==> src/rtl/busCycleSeqPkg.sv <==
package busCycleSeqPkg;

  typedef enum logic [1:0] {
    PH_IDLE = 2'd0,
    PH_STAT = 2'd1,
    PH_CMD  = 2'd2
  } phase_e;

  localparam logic [1:0] ST_READ  = 2'b01;
  localparam logic [1:0] ST_WRITE = 2'b10;
  localparam logic [1:0] ST_NONE  = 2'b11;

  // strobes from control to datapath
  typedef struct packed {
    logic capture;   // load the offered request
    logic inStatus;  // current cycle is the status state
    logic cmdSet;    // command strobe becomes active next cycle
    logic cmdClr;    // command strobe becomes inactive next cycle
  } seqCtl_t;

endpackage

==> src/rtl/busCycleSeqCtrl.sv <==
module busCycleSeqCtrl
  import busCycleSeqPkg::*;
(
  input  logic    clk,
  input  logic    rstN,
  input  logic    reqValid,
  input  logic    cmdDelay,
  input  logic    ready,
  output seqCtl_t ctl,
  output logic    reqAccept
);

  phase_e phase, phaseNext;
  logic   lastCmd;

  assign lastCmd   = (phase == PH_CMD) && ready;
  assign reqAccept = reqValid && ((phase == PH_IDLE) || lastCmd);

  always_comb begin
    phaseNext = phase;
    case (phase)
      PH_IDLE: if (reqValid) phaseNext = PH_STAT;
      PH_STAT: phaseNext = PH_CMD;
      PH_CMD:  if (ready) phaseNext = reqValid ? PH_STAT : PH_IDLE;
      default: phaseNext = PH_IDLE;
    endcase
  end

  always_ff @(posedge clk) begin
    if (!rstN) phase <= PH_IDLE;
    else       phase <= phaseNext;
  end

  always_comb begin
    ctl.capture  = reqAccept;
    ctl.inStatus = (phase == PH_STAT);
    ctl.cmdClr   = lastCmd;
    ctl.cmdSet   = !cmdDelay && ((phase == PH_STAT) || ((phase == PH_CMD) && !ready));
  end

endmodule

==> src/rtl/busCycleSeqPath.sv <==
module busCycleSeqPath
  import busCycleSeqPkg::*;
#(
  parameter int ADDR_W = 24
) (
  input  logic              clk,
  input  logic              rstN,
  input  seqCtl_t           ctl,
  input  logic              reqWrite,
  input  logic [ADDR_W-1:0] reqAddr,
  output logic [1:0]        status,
  output logic              ale,
  output logic [ADDR_W-1:0] addrOut,
  output logic              rdN,
  output logic              wrN
);

  logic [ADDR_W-1:0] addrQ;
  logic              isWrite;
  logic              cmdOn;

  always_ff @(posedge clk) begin
    if (!rstN) begin
      addrQ   <= '0;
      isWrite <= 1'b0;
    end else if (ctl.capture) begin
      addrQ   <= reqAddr;
      isWrite <= reqWrite;
    end
  end

  always_ff @(posedge clk) begin
    if (!rstN)           cmdOn <= 1'b0;
    else if (ctl.cmdClr) cmdOn <= 1'b0;
    else if (ctl.cmdSet) cmdOn <= 1'b1;
  end

  assign addrOut = addrQ;
  assign ale     = ctl.inStatus;
  assign status  = !ctl.inStatus ? ST_NONE : (isWrite ? ST_WRITE : ST_READ);
  assign rdN     = !(cmdOn && !isWrite);
  assign wrN     = !(cmdOn && isWrite);

endmodule

==> src/rtl/busCycleSeq.sv <==
module busCycleSeq
  import busCycleSeqPkg::*;
#(
  parameter int ADDR_W = 24
) (
  input  logic              clk,
  input  logic              rstN,
  input  logic              reqValid,
  input  logic              reqWrite,
  input  logic [ADDR_W-1:0] reqAddr,
  input  logic              cmdDelay,
  input  logic              ready,
  output logic              reqAccept,
  output logic [1:0]        status,
  output logic              ale,
  output logic [ADDR_W-1:0] addrOut,
  output logic              rdN,
  output logic              wrN
);

  seqCtl_t ctl;

  busCycleSeqCtrl ctrl_i (
    .clk      (clk),
    .rstN     (rstN),
    .reqValid (reqValid),
    .cmdDelay (cmdDelay),
    .ready    (ready),
    .ctl      (ctl),
    .reqAccept(reqAccept)
  );

  busCycleSeqPath #(.ADDR_W(ADDR_W)) path_i (
    .clk     (clk),
    .rstN    (rstN),
    .ctl     (ctl),
    .reqWrite(reqWrite),
    .reqAddr (reqAddr),
    .status  (status),
    .ale     (ale),
    .addrOut (addrOut),
    .rdN     (rdN),
    .wrN     (wrN)
  );

endmodule

==> config.mk <==
export PLATFORM = sky130hd
export DESIGN_NAME = busCycleSeq
export DESIGN_NICKNAME = d
export VERILOG_FILES = /design/src/rtl/busCycleSeqPkg.sv /design/src/rtl/busCycleSeqCtrl.sv /design/src/rtl/busCycleSeqPath.sv /design/src/rtl/busCycleSeq.sv
export SDC_FILE = /design/constraint.sdc
export NUM_CORES = 1
export LEC_CHECK = 0
export ABC_AREA = 1
export BUFFER_PORTS_ARGS = -buffer_cell sky130_fd_sc_hd__clkbuf_2
export CAP_MARGIN = 10
export CORE_MARGIN = 1.5
export CORE_UTILIZATION = 41
export CTS_BUF_LIST = sky130_fd_sc_hd__clkbuf_8
export DETAILED_ROUTE_END_ITERATION = 8
export PLACE_DENSITY = 0.77
export SETUP_SLACK_MARGIN = 0.2
export SYNTH_ARGS = -nofsm -noshare
export SYNTH_HDL_FRONTEND = slang
export SYNTH_SLANG_ARGS = --single-unit
==> constraint.sdc <==
create_clock -name clk -period 1.2 [get_ports clk]
set_clock_uncertainty 0.15 [all_clocks]
set_input_delay 0.06 -clock clk [delete_from_list [all_inputs] [get_ports clk]]
set_output_delay 0.06 -clock clk [all_outputs]
set_load 0.02 [all_outputs]
==> Yosys cells after proc, flatten, opt, wreduce, memory -nomap -nowiden <==
Index checks and enable logic that the tools add are counted.
{ "word_totals": {"in_bits": 30, "word_cells": 31, "out_inout_bits": 30, "ff_bits": 28} }
{ "op_classes": {"n_mux": 6, "eq_ne": 4, "n_bitwise": 1, "n_reduce_logical": 16} }
{ "op_table": {"columns": ["operator", "count"], "rows": [
  ["two-way mux 2 bit", 4],
  ["logical AND 1 bit", 6],
  ["case mux 2 bit (3 select lines)", 1],
  ["zero test 1 bit", 5],
  ["inequality test 2 bit (second input constant)", 2],
  ["equality test 2 x 1 -> 1 bit (second input constant)", 1],
  ["equality test 2 bit (second input constant)", 1],
  ["zero test 2 bit", 1],
  ["logical OR 1 bit", 2],
  ["AND reduction 2 bit", 1],
  ["OR reduction 2 bit", 1],
  ["two-way mux 1 bit", 1],
  ["NOT 1 bit", 1]
]} }

==> Longest topological paths before layout <==
{ "depth": {"word_depth": 4, "ltp_mapped": 7} }

==> Cells and area by module <==
A second synthesis with hierarchy kept.
{ "hier_totals": {"cells_unflattened": 191, "hier_area_um2": 1237.4} }
{ "by_module_without_submodules": {"columns": ["mod", "area_each_um2", "n_inst", "seq_area_each_um2", "cells_each"], "rows": [
  ["busCycleSeqPath", 1113.6, 1, 520.5, 170],
  ["busCycleSeqCtrl", 123.9, 1, 40.0, 21]
]} }

==> Worst setup path before layout <==
OpenSTA, ideal clock, no wires.
{ "synth_path": {"kind": "reg2reg", "start": "register ctrl_i.phase[1]", "end": "register path_i.addrQ[10] (netlist: path_i.addrOut[10])", "period_less_slack_ns": 1.119, "t_arrival_ns": 0.853, "setup_slack_ns": 0.081, "stages_incl_launch_ff": 7, "path_cell_list": "dfxtp_1 -> nand2_2 -> nand2_4 -> inv_6 -> buf_12 -> nor2_2 -> nor2_1"} }
{ "synth_between": {"elab_chain_len": 4, "elab_cells_between_ends": 5, "cone_classes": "1 x eq/ne; 4 x reduce/logical"} }
{ "synth_lines": {"columns": ["item", "line", "rtl"], "rows": [
  ["start, declared", "busCycleSeqCtrl.sv:13", "phase_e phase, phaseNext;"],
  ["start signal, assigned", "busCycleSeqCtrl.sv:31", "else phase <= phaseNext;"],
  ["equality test 2 bit", "busCycleSeqCtrl.sv:16", "assign lastCmd = (phase == PH_CMD) && ready;"],
  ["logical AND 1 bit", "busCycleSeqCtrl.sv:16", null],
  ["logical OR 1 bit *", "busCycleSeqCtrl.sv:17", "assign reqAccept = reqValid && ((phase == PH_IDLE) || lastCmd);"],
  ["logical AND 1 bit *", "busCycleSeqCtrl.sv:17", null],
  ["net reqAccept", "busCycleSeq.sv:13", "output logic reqAccept,"],
  ["end signal, assigned", "busCycleSeqPath.sv:27", "addrQ <= reqAddr;"],
  ["end, declared", "busCycleSeqPath.sv:18", "logic [ADDR_W-1:0] addrQ;"]
]} }
Mark *: on every way through the listed nets, which the timed path passes. The rest lies on a longest branch.
A chain may end at the register's enable or synchronous reset.

==> Final worst setup path <==
{ "layout_path": {"start": "register ctrl_i.phase[0]", "end": "register path_i.addrQ[7] (netlist: path_i.addrOut[7])"} }
{ "layout_between": {"elab_chain_len": 4, "elab_cells_between_ends": 5, "cone_classes": "1 x eq/ne; 4 x reduce/logical"} }
{ "layout_lines": {"columns": ["item", "line"], "rows": [
  ["equality test 2 bit", "busCycleSeqCtrl.sv:16"],
  ["logical AND 1 bit", "busCycleSeqCtrl.sv:16"],
  ["logical OR 1 bit *", "busCycleSeqCtrl.sv:17"],
  ["logical AND 1 bit *", "busCycleSeqCtrl.sv:17"]
]} }
Every way passes the cells marked *; elsewhere a longest branch is shown, timed or not.

==> run summary <==
The post-detailed-route count of antenna-violating nets was 0. The maximum frequency from static timing analysis was 0.786 GHz. The worst setup margin is -0.0726 ns.

The combined area of all synthesized cells is 1080 um^2, and the die outline height is 54.4 um. Dividing the detail-routed wire length by the instance count gives 13.1 um. By startpoint and endpoint, the worst setup path is classified as flop to flop.

Timing analysis after detailed placement gives a worst setup slack of 0.0417 ns. STA classifies the critical path startpoint as a flop. The layout has 160 filler cells. In this run the worst setup path terminates at path_i.addrOut[7]. For this design the static power due to leakage is 0.000956 uW. For this design the top-level I/O count stands at 60. After floorplanning, the core was sized to cover 2500 um^2. For this run the aggregate overflow at the end of global routing stands at 0. Number of warnings printed during yosys synthesis: 0. The critical path starts at ctrl_i.phase[0]. The number of nets handed over by synthesis was 165.

For the via count of the routed design, the log shows 1213. The area of the die came out at 2960 um^2. Counting instances in the post-synthesis netlist gives the leading cell types as sky130_fd_sc_hd__nor2_1 (41), sky130_fd_sc_hd__dfxtp_1 (28), sky130_fd_sc_hd__o21ai_0 (24). Ranked by total cell area, the synthesized netlist is headed by sky130_fd_sc_hd__dfxtp_1 (52%), sky130_fd_sc_hd__nor2_1 (14%), sky130_fd_sc_hd__o21ai_0 (11%).

The wire length of the first global-routing pass came out at 4.55 mm. Dividing the detail-routed via count by the number of cells gives 4.65. The gate count after technology mapping is 135, and the starting DRC count in detailed routing is 19.

Clock-pin slew was measured on the worst setup and hold paths at 0.09 ns. The logs give 0 for the max-cap check violation count and 64.7% for the max-slew headroom at the worst pin. The tools report the reg-to-reg endpoint as path_i.addrOut[7].

In the synthesized netlist the dominant register cell turns out to be sky130_fd_sc_hd__dfxtp_1. The via count of the first global-routing pass was 1097. Startpoint of the lowest-slack register-to-register path: ctrl_i.phase[0].

Setup violations remaining at the end of the flow were counted as 24. The cell taking the most area after synthesis was sky130_fd_sc_hd__dfxtp_1. Compared with the post-synthesis result, the final layout area differs by 83.5%. The area fraction of the dominant cell type after synthesis works out to 51.7%. STA classifies the critical path endpoint as a flop. The initial antenna violation count was 0; the power density over the cells was 1150 nW/um^2. TritonCTS built the clock tree.

For this run, design rule violations remaining after detail routing come to 0. The clock reaches the later pin of the worst-skew pair after 0.27 ns. Number of buffers inserted by port buffering: 59. Hold repair after CTS inserted 26 buffers. The number of antenna diodes in the final layout is 0. The run finished, with violations left.

Among all stages on the critical path, the largest delay is contributed by sky130_fd_sc_hd__dfxtp_4. In this run, distinct cell masters in the synthesized netlist total 16. In the final layout, flip-flops and latches occupy 597 um^2. Setup repair after global routing could not meet its margin everywhere. Setup slack on the worst reg-to-reg path comes out at -0.07 ns. The post-synthesis sequential element count was 28; the worst path arrival time was 1.29 ns.

Global routing consumed, over all layers together, 21.8% of the routing resources. Clock tree synthesis inserted a total of 3 buffers. The first detailed-routing pass ran for 4 iterations.

IR analysis of the VDD net gives a maximum drop of 0.866 mV. The post-route minimum period was 1.27 ns; the count of final max-slew check failures was 0. In this run, synthesis inferred 0 flip-flops with an integrated enable. The number of cells on the worst reg-to-reg path is 5. The share of synthesized area occupied by flip-flops and latches was 51.7%; the final estimated routing congestion in global placement was 0.654. The top fanout value on the critical path works out to 10. The average cell area after synthesis is 8.04 um^2.

The buffers plus inverters on the worst setup path is 1. The logs give 43.4% for the initial standard-cell utilization of the core and 1.74 mm for the post-detailed-placement half-perimeter wirelength. The area used by multi-input combinational logic came out at 460 um^2. The cell family contributing the most delay on the critical path is flip-flops. The tightest min-delay check is of the primary input to flop type. Counting buffers and inverters, the worst setup path is 5 cells deep. Entering global routing, the biggest net connects 28 pins.

Of all flip-flops after synthesis, the portion carrying an async set or reset was 0%. The clock passes through at most 2 buffers. Share of final-layout standard cells stronger than drive strength 1: 52.8%.

Count of cells along the worst hold path: 4. In the post-synthesis netlist, the cell with the most instances is sky130_fd_sc_hd__nor2_1. The final layout contains 262 nets. The tree is rooted in a sky130_fd_sc_hd__clkbuf_8.

The tools report the smallest hold slack as -0.0849 ns. The count of clock tree sinks was 28; the required time of the critical path was 1.22 ns. The final count of hold timing violations is 2, and the measured slew at the worst slew-check pin is 0.529 ns. The delay contributed by the slowest stage of the critical path was 0.37 ns. In this run the horizontal extent of the chip is 54.4 um. The tools report the total routed wirelength as 3.41 mm.

The signal on the critical path passes through nor2_4 -> nand2_8 -> buf_4 -> o21ai_1 -> nor2_1. The initialized floorplan defines 18 standard-cell rows. The final critical path takes up 106% of the cycle. H-tree level count: 1. The final reports fail on hold timing, setup timing.
## cells by family (layout without fill, tap and decap cells)
logic type	after synthesis	count (layout)	synth area share (%)
AND/OR/NAND/NOR	64	64	26.3
buffers and inverters	16	112	9.57
flip-flops	28	28	51.7
AO/OA/AOI/OAI	27	27	12.5
## cell usage in the layout, fill, tap and decap left out
cell type and n:
sky130_fd_sc_hd__nor2_1 41, sky130_fd_sc_hd__clkbuf_2 29, sky130_fd_sc_hd__buf_4 29, sky130_fd_sc_hd__dlygate4sd3_1 26, sky130_fd_sc_hd__o21ai_1 22, sky130_fd_sc_hd__dfxtp_2 17, sky130_fd_sc_hd__nor2_2 10, sky130_fd_sc_hd__dfxtp_1 7
sky130_fd_sc_hd__inv_1 6, sky130_fd_sc_hd__buf_6 6, sky130_fd_sc_hd__nand2_2 4, sky130_fd_sc_hd__nand2_1 4, sky130_fd_sc_hd__clkbuf_8 4, sky130_fd_sc_hd__dfxtp_4 4, sky130_fd_sc_hd__inv_2 3, sky130_fd_sc_hd__o21ai_2 3
sky130_fd_sc_hd__buf_8 3, sky130_fd_sc_hd__a21oi_1 2, sky130_fd_sc_hd__clkbuf_4 2, sky130_fd_sc_hd__nor2_4 1, sky130_fd_sc_hd__nand2_8 1, sky130_fd_sc_hd__inv_12 1, sky130_fd_sc_hd__nand2_4 1, sky130_fd_sc_hd__nand3_2 1
sky130_fd_sc_hd__nand3_1 1, sky130_fd_sc_hd__inv_8 1, sky130_fd_sc_hd__inv_6 1, sky130_fd_sc_hd__buf_12 1
## how the worst min path moves through the flow
stage | startpoint | to | slack, ns
after floorplan | rstN | path_i.cmdOn | 0.03
after global placement | reqAddr[5] | path_i.addrOut[5] | 0.15
after detailed placement | reqAddr[10] | path_i.addrOut[10] | 0.15
after CTS | ready | path_i.cmdOn | -0.09
after global routing | ready | path_i.cmdOn | -0.06
final | ready | path_i.cmdOn | -0.08
## metrics by stage
step | instance area (um^2) | std cells | utilization, % | setup TNS [ns] | total power, uW
6_report | 1990 | 261 | 79.6 | -0.608 | 2290
5_1_grt | 1990 | 261 | 79.6 | -2.20 | 2410
4_1_cts | 1870 | 258 | 75.0 | -0.785 | 2230
3_5_place_dp | 1390 | 220 | 55.5 | 0 | 1510
3_3_place_gp | 1390 | 220 | 55.5 | 0 | 1500
2_1_floorplan | 1090 | 135 | - | 0 | 1370
## power breakdown
group	switching [uW]	internal, uW
Combinational	332	321
Sequential	55.8	1010
Clock	276	293
## layer usage
metal  track usage [%]  vias to the layer above  wire, um
li1                  -                      619         -
met5                 0                        -         0
met1              22.5                      540      1380
met2              43.4                       50      1770
met3              4.64                        4       226
met4              6.25                        0        38
## final cells by class
class	instances	share of cell area (%)
Timing Repair Buffer	96	38.7
Sequential cell	28	30.0
Multi-Input combinational cell	91	23.1
Clock buffer	4	2.77
Inverter	10	2.51
Tap cell	30	1.89
Timing Repair inverter	2	1.01
## worst register-to-register path, cell delays in order, from the launching register on
cell and delay (ns):
sky130_fd_sc_hd__dfxtp_4 0.37, sky130_fd_sc_hd__nor2_4 0.14, sky130_fd_sc_hd__nand2_8 0.10, sky130_fd_sc_hd__buf_4 0.19, sky130_fd_sc_hd__o21ai_1 0.16, sky130_fd_sc_hd__nor2_1 0.06
## sequential cells by signal, indices dropped and copies added, names as in the netlist
name and cells:
path_i.cmdOn 1, ctrl_i.phase 2, path_i.isWrite 1, path_i.addrOut 24
## timing repair
item | in CTS | in global routing
pin swaps | 2 | 5
setup endpoints to repair | 46 | 56
hold endpoints to repair | 27 | 2
cloned | 2 | 0
buffers inserted | 6 | 3
resized for setup | 46 | 66
No activity file was read; power rests on OpenSTA's default activity.
